--- src/rtl/timekeeper_display.sv ---
module timekeeper_display #(
  parameter int TICK_CYCLES = 5_000_000,
  parameter int SCAN_W      = 18
) (
  input  logic       clk,
  input  logic       rst,
  output logic [6:0] seg_n,
  output logic       dp_n,
  output logic [3:0] digit_en_n,
  output logic [4:0] hour,
  output logic       new_day
);
  localparam int PRE_W = (TICK_CYCLES > 2) ? $clog2(TICK_CYCLES) : 1;
  localparam logic [PRE_W-1:0] PRE_LAST = PRE_W'(TICK_CYCLES - 1);

  logic [PRE_W-1:0]  pre_q, pre_d;
  logic [5:0]        sec_q, sec_d, min_q, min_d;
  logic [4:0]        hr_q, hr_d;
  logic [SCAN_W-1:0] scan_q;
  logic              day_d;
  logic              tick, sec_wrap, min_wrap, hr_wrap;

  assign tick     = (pre_q == PRE_LAST);
  assign sec_wrap = tick && (sec_q == 6'd59);
  assign min_wrap = sec_wrap && (min_q == 6'd59);
  assign hr_wrap  = min_wrap && (hr_q == 5'd23);

  always_comb begin
    pre_d = pre_q + 1'b1;
    sec_d = sec_q;
    min_d = min_q;
    hr_d  = hr_q;
    day_d = 1'b0;
    if (tick) begin
      pre_d = '0;
      sec_d = sec_wrap ? 6'd0 : sec_q + 6'd1;
    end
    if (sec_wrap) min_d = min_wrap ? 6'd0 : min_q + 6'd1;
    if (min_wrap) hr_d  = hr_wrap ? 5'd0 : hr_q + 5'd1;
    if (hr_wrap)  day_d = 1'b1;
  end

  always_ff @(posedge clk) begin
    if (rst) begin
      pre_q   <= '0;
      sec_q   <= '0;
      min_q   <= '0;
      hr_q    <= '0;
      scan_q  <= '0;
      new_day <= 1'b0;
    end else begin
      pre_q   <= pre_d;
      sec_q   <= sec_d;
      min_q   <= min_d;
      hr_q    <= hr_d;
      scan_q  <= scan_q + 1'b1;
      new_day <= day_d;
    end
  end

  function automatic logic [7:0] split_dec(input logic [5:0] v);
    logic [5:0] u;
    logic [3:0] t;
    if (v < 6'd10)      begin t = 4'd0; u = v;         end
    else if (v < 6'd20) begin t = 4'd1; u = v - 6'd10; end
    else if (v < 6'd30) begin t = 4'd2; u = v - 6'd20; end
    else if (v < 6'd40) begin t = 4'd3; u = v - 6'd30; end
    else if (v < 6'd50) begin t = 4'd4; u = v - 6'd40; end
    else                begin t = 4'd5; u = v - 6'd50; end
    return {t, u[3:0]};
  endfunction

  function automatic logic [6:0] seg_code(input logic [3:0] d);
    case (d)
      4'd0:    return 7'b1000000;
      4'd1:    return 7'b1111001;
      4'd2:    return 7'b0100100;
      4'd3:    return 7'b0110000;
      4'd4:    return 7'b0011001;
      4'd5:    return 7'b0010010;
      4'd6:    return 7'b0000010;
      4'd7:    return 7'b1111000;
      4'd8:    return 7'b0000000;
      4'd9:    return 7'b0010000;
      default: return 7'b0111111;
    endcase
  endfunction

  logic [7:0] sec_dig, min_dig;
  logic [3:0] shown;
  assign sec_dig = split_dec(sec_q);
  assign min_dig = split_dec(min_q);

  always_comb begin
    shown      = sec_dig[3:0];
    digit_en_n = 4'b1110;
    case (scan_q[SCAN_W-1 -: 2])
      2'd0: begin shown = sec_dig[3:0]; digit_en_n = 4'b1110; end
      2'd1: begin shown = sec_dig[7:4]; digit_en_n = 4'b1101; end
      2'd2: begin shown = min_dig[3:0]; digit_en_n = 4'b1011; end
      2'd3: begin shown = min_dig[7:4]; digit_en_n = 4'b0111; end
      default: ;
    endcase
  end

  assign seg_n = seg_code(shown);
  assign dp_n  = 1'b1;
  assign hour  = hr_q;


  sec_step_chk: assert property (@(posedge clk) disable iff (rst)
    !tick |=> $stable(sec_q));

  min_carry_chk: assert property (@(posedge clk) disable iff (rst)
    (tick && sec_q == 6'd59 && min_q != 6'd59) |=> (sec_q == 6'd0 && min_q == $past(min_q) + 6'd1));

  new_day_chk: assert property (@(posedge clk) disable iff (rst)
    new_day |-> (hr_q == 5'd0 && min_q == 6'd0 && sec_q == 6'd0 && !$past(new_day)));

  hour_range_chk: assert property (@(posedge clk) disable iff (rst)
    hr_q < 5'd24);

  enable_onehot_chk: assert property (@(posedge clk) disable iff (rst)
    $countones(~digit_en_n) == 1);
endmodule

--- config.mk ---
export PLATFORM = sky130hd
export DESIGN_NAME = timekeeper_display
export DESIGN_NICKNAME = d
export VERILOG_FILES = /design/src/rtl/timekeeper_display.sv
export SDC_FILE = /design/constraint.sdc
export NUM_CORES = 1
export LEC_CHECK = 0
export ABC_CLOCK_PERIOD_IN_PS = 7500
export BUFFER_PORTS_ARGS = -buffer_cell sky130_fd_sc_hd__buf_2
export CORE_ASPECT_RATIO = 2
export CORE_MARGIN = 1
export CORE_UTILIZATION = 50
export CTS_BUF_LIST = sky130_fd_sc_hd__clkbuf_16
export DETAILED_ROUTE_END_ITERATION = 10
export GPL_TIMING_DRIVEN = 0
export PLACE_DENSITY = 0.64
export SKIP_LAST_GASP = 1
export SYNTH_ARGS = -nofsm -noshare
export SYNTH_HDL_FRONTEND = slang
export SYNTH_SLANG_ARGS = --single-unit
--- constraint.sdc ---
create_clock -name clk -period 7.5 [get_ports clk]
set_clock_uncertainty 0.05 [all_clocks]
set_input_delay 1.5 -clock clk [delete_from_list [all_inputs] [get_ports clk]]
set_output_delay 1.5 -clock clk [all_outputs]
set_load 0.03 [all_outputs]
* Word level (Yosys, flattened, before mapping)
Memory sizes are Yosys's and may differ from the RTL's.
Index checks and enable logic that the tools add are counted.
** Operators by class
- Add/sub/neg operators :: 15
- Multiply operators :: 0
- Bitwise logic cells :: 0
- Order comparisons :: 10
- Multiplexer cells :: 26
- Shift-type cells :: 0
- Divide/modulo/power cells :: 0
- Equal/unequal tests :: 7
- Reductions and logical operators :: 5
** Operators by type and width (number)
- 4-bit two-way mux :: 10
- 4-bit case mux with 4 select lines :: 2
- 6-bit by 5-bit < comparator with 1-bit output (second input constant) :: 4
- 6-bit < comparator (second input constant) :: 4
- 3-bit two-way mux :: 8
- 4-bit subtractor (second input constant) :: 6
- 23-bit by 1-bit adder with 23-bit output (second input constant) :: 1
- 23-bit equality test (second input constant) :: 1
- 18-bit by 1-bit adder with 18-bit output (second input constant) :: 1
- 6-bit by 1-bit adder with 6-bit output (second input constant) :: 2
- 6-bit equality test (second input constant) :: 2
- 6-bit by 4-bit < comparator with 1-bit output (second input constant) :: 2
- 6-bit two-way mux :: 2
- 4-bit by 2-bit subtractor with 4-bit output (second input constant) :: 2
- 4-bit by 3-bit subtractor with 4-bit output (second input constant) :: 2
- 5-bit by 1-bit adder with 5-bit output (second input constant) :: 1
- 5-bit equality test (second input constant) :: 1
- 5-bit two-way mux :: 1
- 2-bit equality test (second input constant) :: 2
- 1-bit logical AND :: 3
- 1-bit two-way mux :: 3
- 2-bit by 1-bit equality test with 1-bit output (second input constant) :: 1
- 2-bit logical NOT :: 1
- 2-bit OR reduction :: 1
** Storage, ports and cells
- Latch bits :: 0
- Output and inout port bits :: 18
- ROM bits :: 112
- Memories :: 1
- Bits of input ports :: 2
- Register bits :: 59
- Bits in writable memories :: 0
- Logic and storage cells :: 70
** Memory list
- (name not given) :: depth 16, width 7, rd ports 1, clocked after memory_dff 0, wr ports 0, line 74 : case (d)

* Depth between registers and ports, before layout
An unclocked memory read counts as a cell.
- Depth in word-level cells :: 8
- Mapped depth :: 12

* Worst setup path after synthesis
No wires, ideal clock.
- Path kind :: reg-to-output
- From :: reg min_q[3]
- To :: out seg_n[1]
- Arrival time :: 2881 ps
- Data required time :: 5950 ps
- Path buffers :: 1
- Path slack :: 3069 ps
- Cell stages (with the launch flop) :: 12
- Path through :: dfxtp_1 clkbuf_1 inv_1 ha_1 a21boi_2 mux2i_1 nor2_1 a2111oi_0 a311oi_1 ha_1 nor2_1 o21ai_0
** On the way
- Word-level cells in the longest chain between the ends :: 8
- Elaborated cells on any way between the ends :: 22
- Classes of those cells :: 5 x add/sub; 5 x order compare; 11 x mux; 1 x memory
** RTL lines
- start, declared :: line 17 : logic [5:0] sec_q, sec_d, min_q, min_d;
- start signal, assigned :: line 54 : min_q <= min_d;
- 6-bit < comparator (tied with other cells) :: line 68 : else if (v < 6'd50) begin t = 4'd4; u = v - 6'd40; end
- 1-bit two-way mux / 4-bit two-way mux (equally long branches) :: line 68
- 3-bit two-way mux / 4-bit two-way mux (equally long branches) :: line 67 : else if (v < 6'd40) begin t = 4'd3; u = v - 6'd30; end
- 3-bit two-way mux / 4-bit two-way mux (equally long branches) :: line 66 : else if (v < 6'd30) begin t = 4'd2; u = v - 6'd20; end
- 3-bit two-way mux / 4-bit two-way mux (equally long branches) :: line 65 : else if (v < 6'd20) begin t = 4'd1; u = v - 6'd10; end
- 3-bit two-way mux / 4-bit two-way mux (equally long branches) :: line 64 : if (v < 6'd10) begin t = 4'd0; u = v; end
- 4-bit case mux with 4 select lines * :: line 97 : case (scan_q[SCAN_W-1 -: 2])
- memory 16 x 7 bit *
- end, declared :: line 7 : output logic [6:0] seg_n,
Every way passes the cells marked *; elsewhere a longest branch is shown, timed or not.

* Worst setup path after layout
- From :: reg min_q[3]
- To :: out seg_n[3]
The elaborated chain is that of the path after synthesis.

==> results.sh <==
export IMPL_run_status="completed"
export IMPL_synth_avg_cell_area_um2=8.14
export IMPL_clk_path_buf_depth=2
export IMPL_dr_pass1_iters=4
export IMPL_grt_pass1_vias=3208
export IMPL_syn_num_nets=468
export IMPL_wl_per_cell_um=14.5
export IMPL_ys_ff_latch=59
export IMPL_holdPathStages=1
export IMPL_core_area_um2=6990
export IMPL_synth_cell_types=67
export IMPL_grt_max_degree=11
export IMPL_cts_buffers=9
export IMPL_grt_setup_unrepaired="no"
export IMPL_worstPathArrival_ns=3.83
export IMPL_ctsResizeCount=0
export IMPL_viasPerCell=5.71
export IMPL_die_y_um=122
export IMPL_worstSetupPathType="flop to output pin"
export IMPL_final_common_cell="nor2_1"
export IMPL_holdBufCountCts=0
export IMPL_grt_util_all_layers_pct=23.6
export IMPL_drt_iter0_drc=190
export IMPL_cts_tree="built"
export IMPL_hp_class="flop to flop"
export IMPL_r2r_cells=8
export IMPL_antenna_found_initial=0
export IMPL_clk_pin_slew_worst_paths_ns=0.05
export IMPL_synth_edf_count=0
export IMPL_die_w_um=62.2
export IMPL_remaining_drc_errors=0
export IMPL_grt_overflow_total=0
export IMPL_pwr_density_cell_nw_per_um2=166
export IMPL_synth_area_um2=3630
export IMPL_tightestPinTransition_ns=0.823
export IMPL_io_buffers=18
export IMPL_final_cell_count_no_fill=570
export IMPL_yosys_warnings=0
export IMPL_crit_path_max_fanout=10
export IMPL_ys_async_sr_fraction_pct=0
export IMPL_ys_flop_type="dfxtp_1"
export IMPL_total_power_uw=679
export IMPL_hold_violations=0
export IMPL_worstSkewPairLatency_ns=0.33
export IMPL_slew_viol_final=0
export IMPL_fin_crit_sh_pct=71.7
export IMPL_fin_hold_ws_ns=0.421
export IMPL_die_area_um2=7620
export IMPL_cts_root_buf="clkbuf_16"
export IMPL_period_minus_slack_ns=5.38
export IMPL_worstPathRequired_ns=5.95
export IMPL_vias=3254
export IMPL_final_cell_mix="71 x nor2_1, 59 x dfxtp_1, 32 x nand2_1"
export IMPL_cts_htree_levels=3
export IMPL_hpwl_um=6440
export IMPL_area_growth_pct=12.6
export IMPL_gp_congestion=0.874
export IMPL_setup_viol=0
export IMPL_top_level_ports=20
export IMPL_final_net_count=497
export IMPL_rows=43
export IMPL_final_util_pct=58.4
export IMPL_tns_ns=0
export IMPL_grt_pass1_wl_um=14100
export IMPL_leakagePower_uw=0.00155
export IMPL_wirelength_um=8280
export IMPL_endpoint_kind="output pin"
export IMPL_ir_drop_mv=0.205
export IMPL_seq_area_frac_synth_pct=32.5
export IMPL_ant_nets=0
export IMPL_fmax_mhz=186
export IMPL_antenna_cells=0
export IMPL_drv_cap=0
export IMPL_drive_above_1_share_pct=11.3
export IMPL_cts_setup_buffers=0
export IMPL_cts_sink_count=59
export IMPL_slew_headroom_pct=44.7
export IMPL_worst_setup_path_start_kind="flop"
export IMPL_dp_cells=554
export IMPL_initial_core_util_pct=51.9
export IMPL_synthCells=446
export IMPL_fillCellCount=650
routing by layer:
| metal | up-vias | share of wire [%] | GRT usage (%) |
|---|---|---|---|
| met4 | 0 | 4.9 | 15.6 |
| met5 | - | 0 | 0 |
| met3 | 27 | 3.0 | 3.72 |
| met1 | 1522 | 35 | 20.4 |
| met2 | 71 | 57 | 48.2 |
| li1 | 1634 | - | - |
worst max-delay path: stages (launching register included):
cell,delay [ns]
dfxtp_1,0.39
clkbuf_1,0.34
inv_1,0.15
ha_1,0.27
a21boi_2,0.20
nor3_1,0.22
mux2_2,0.35
a221oi_1,0.51
o32ai_1,0.21
buf_2,0.22
o21bai_1,0.17
mux2_1,0.30
buf_2,0.18
flip-flops by register name (all words and copies together), names as in the netlist:
| signal | flops |
|---|---|
| pre_q | 23 |
| scan_q | 18 |
| min_q | 6 |
| sec_q | 6 |
| hour | 5 |
| new_day | 1 |
metrics by stage:
stage | instance area, um^2 | setup slack [ns]
finish | 4090 | 2.12
detailed placement | 3830 | 2.51
global route | 4090 | 1.86
global placement | 3830 | 2.52
CTS | 4090 | 2.18
floorplan | 3630 | 3.07
layout make-up:
type                    count  area (um^2)  share of cell area [%]
clock inverters             7         28.8                   0.704
plain buffers              21         98.8                    2.42
repair buffers             18         90.1                    2.20
clock buffers               9          225                    5.51
inverters                  17         63.8                    1.56
well taps                  90          113                    2.76
multi-input cells         349         2290                    55.9
flip-flops and latches     59         1180                    28.9
logic make-up after synthesis:
logic type                 synth area share [%]
adders and majority gates                  6.89
and+or+nand+nor                            27.4
xor gates and xnor gates                   9.41
buffers and inverters                      4.48
other                                     0.103
muxes                                      2.83
DFF                                        32.5
AOI/OAI and AO/OA                          16.3
worst paths after layout:
check	start	endpoint	slack, ns
hold / removal	scan_q[0]$_SDFF_PP0_	scan_q[0]$_SDFF_PP0_	0.42
hold reg to reg	scan_q[0]$_SDFF_PP0_	scan_q[0]$_SDFF_PP0_	0.42
setup / recovery	min_q[3]$_SDFFE_PP0P_	seg_n[3]	2.12
setup reg to reg	pre_q[16]$_SDFF_PP0_	min_q[3]$_SDFFE_PP0P_	4.93
power breakdown:
group	internal (uW)	switching, uW
Clock	215	130
Sequential	317	2.48
Combinational	4.56	10.1
cell usage after synthesis, types with 3 or more instances:
master / count / area [um^2]
xnor2_1: 17 / 149
mux2i_1: 8 / 80.1
a21oi_1: 22 / 110
or3_1: 6 / 37.5
nand3b_1: 4 / 30.0
and4_1: 4 / 35.0
nor4_1: 4 / 25.0
a31oi_1: 6 / 37.5
xor2_1: 22 / 193
clkbuf_1: 9 / 33.8
nor2_1: 71 / 267
buf_4: 3 / 22.5
o21ai_0: 14 / 70.1
and3_1: 7 / 43.8
and2_1: 4 / 25.0
buf_2: 7 / 35.0
nor3_1: 9 / 45.0
dfxtp_1: 59 / 1180
ha_1: 20 / 250
nand2_1: 32 / 120
a311oi_1: 3 / 26.3
or4_1: 3 / 22.5
nand2b_1: 5 / 31.3
inv_1: 17 / 63.8
a211oi_1: 4 / 30.0
nor2b_1: 4 / 25.0
nand4_1: 8 / 50.1
nand3_1: 25 / 125
o31ai_1: 3 / 22.5
Note: power is estimated with default switching activity, not from simulation.
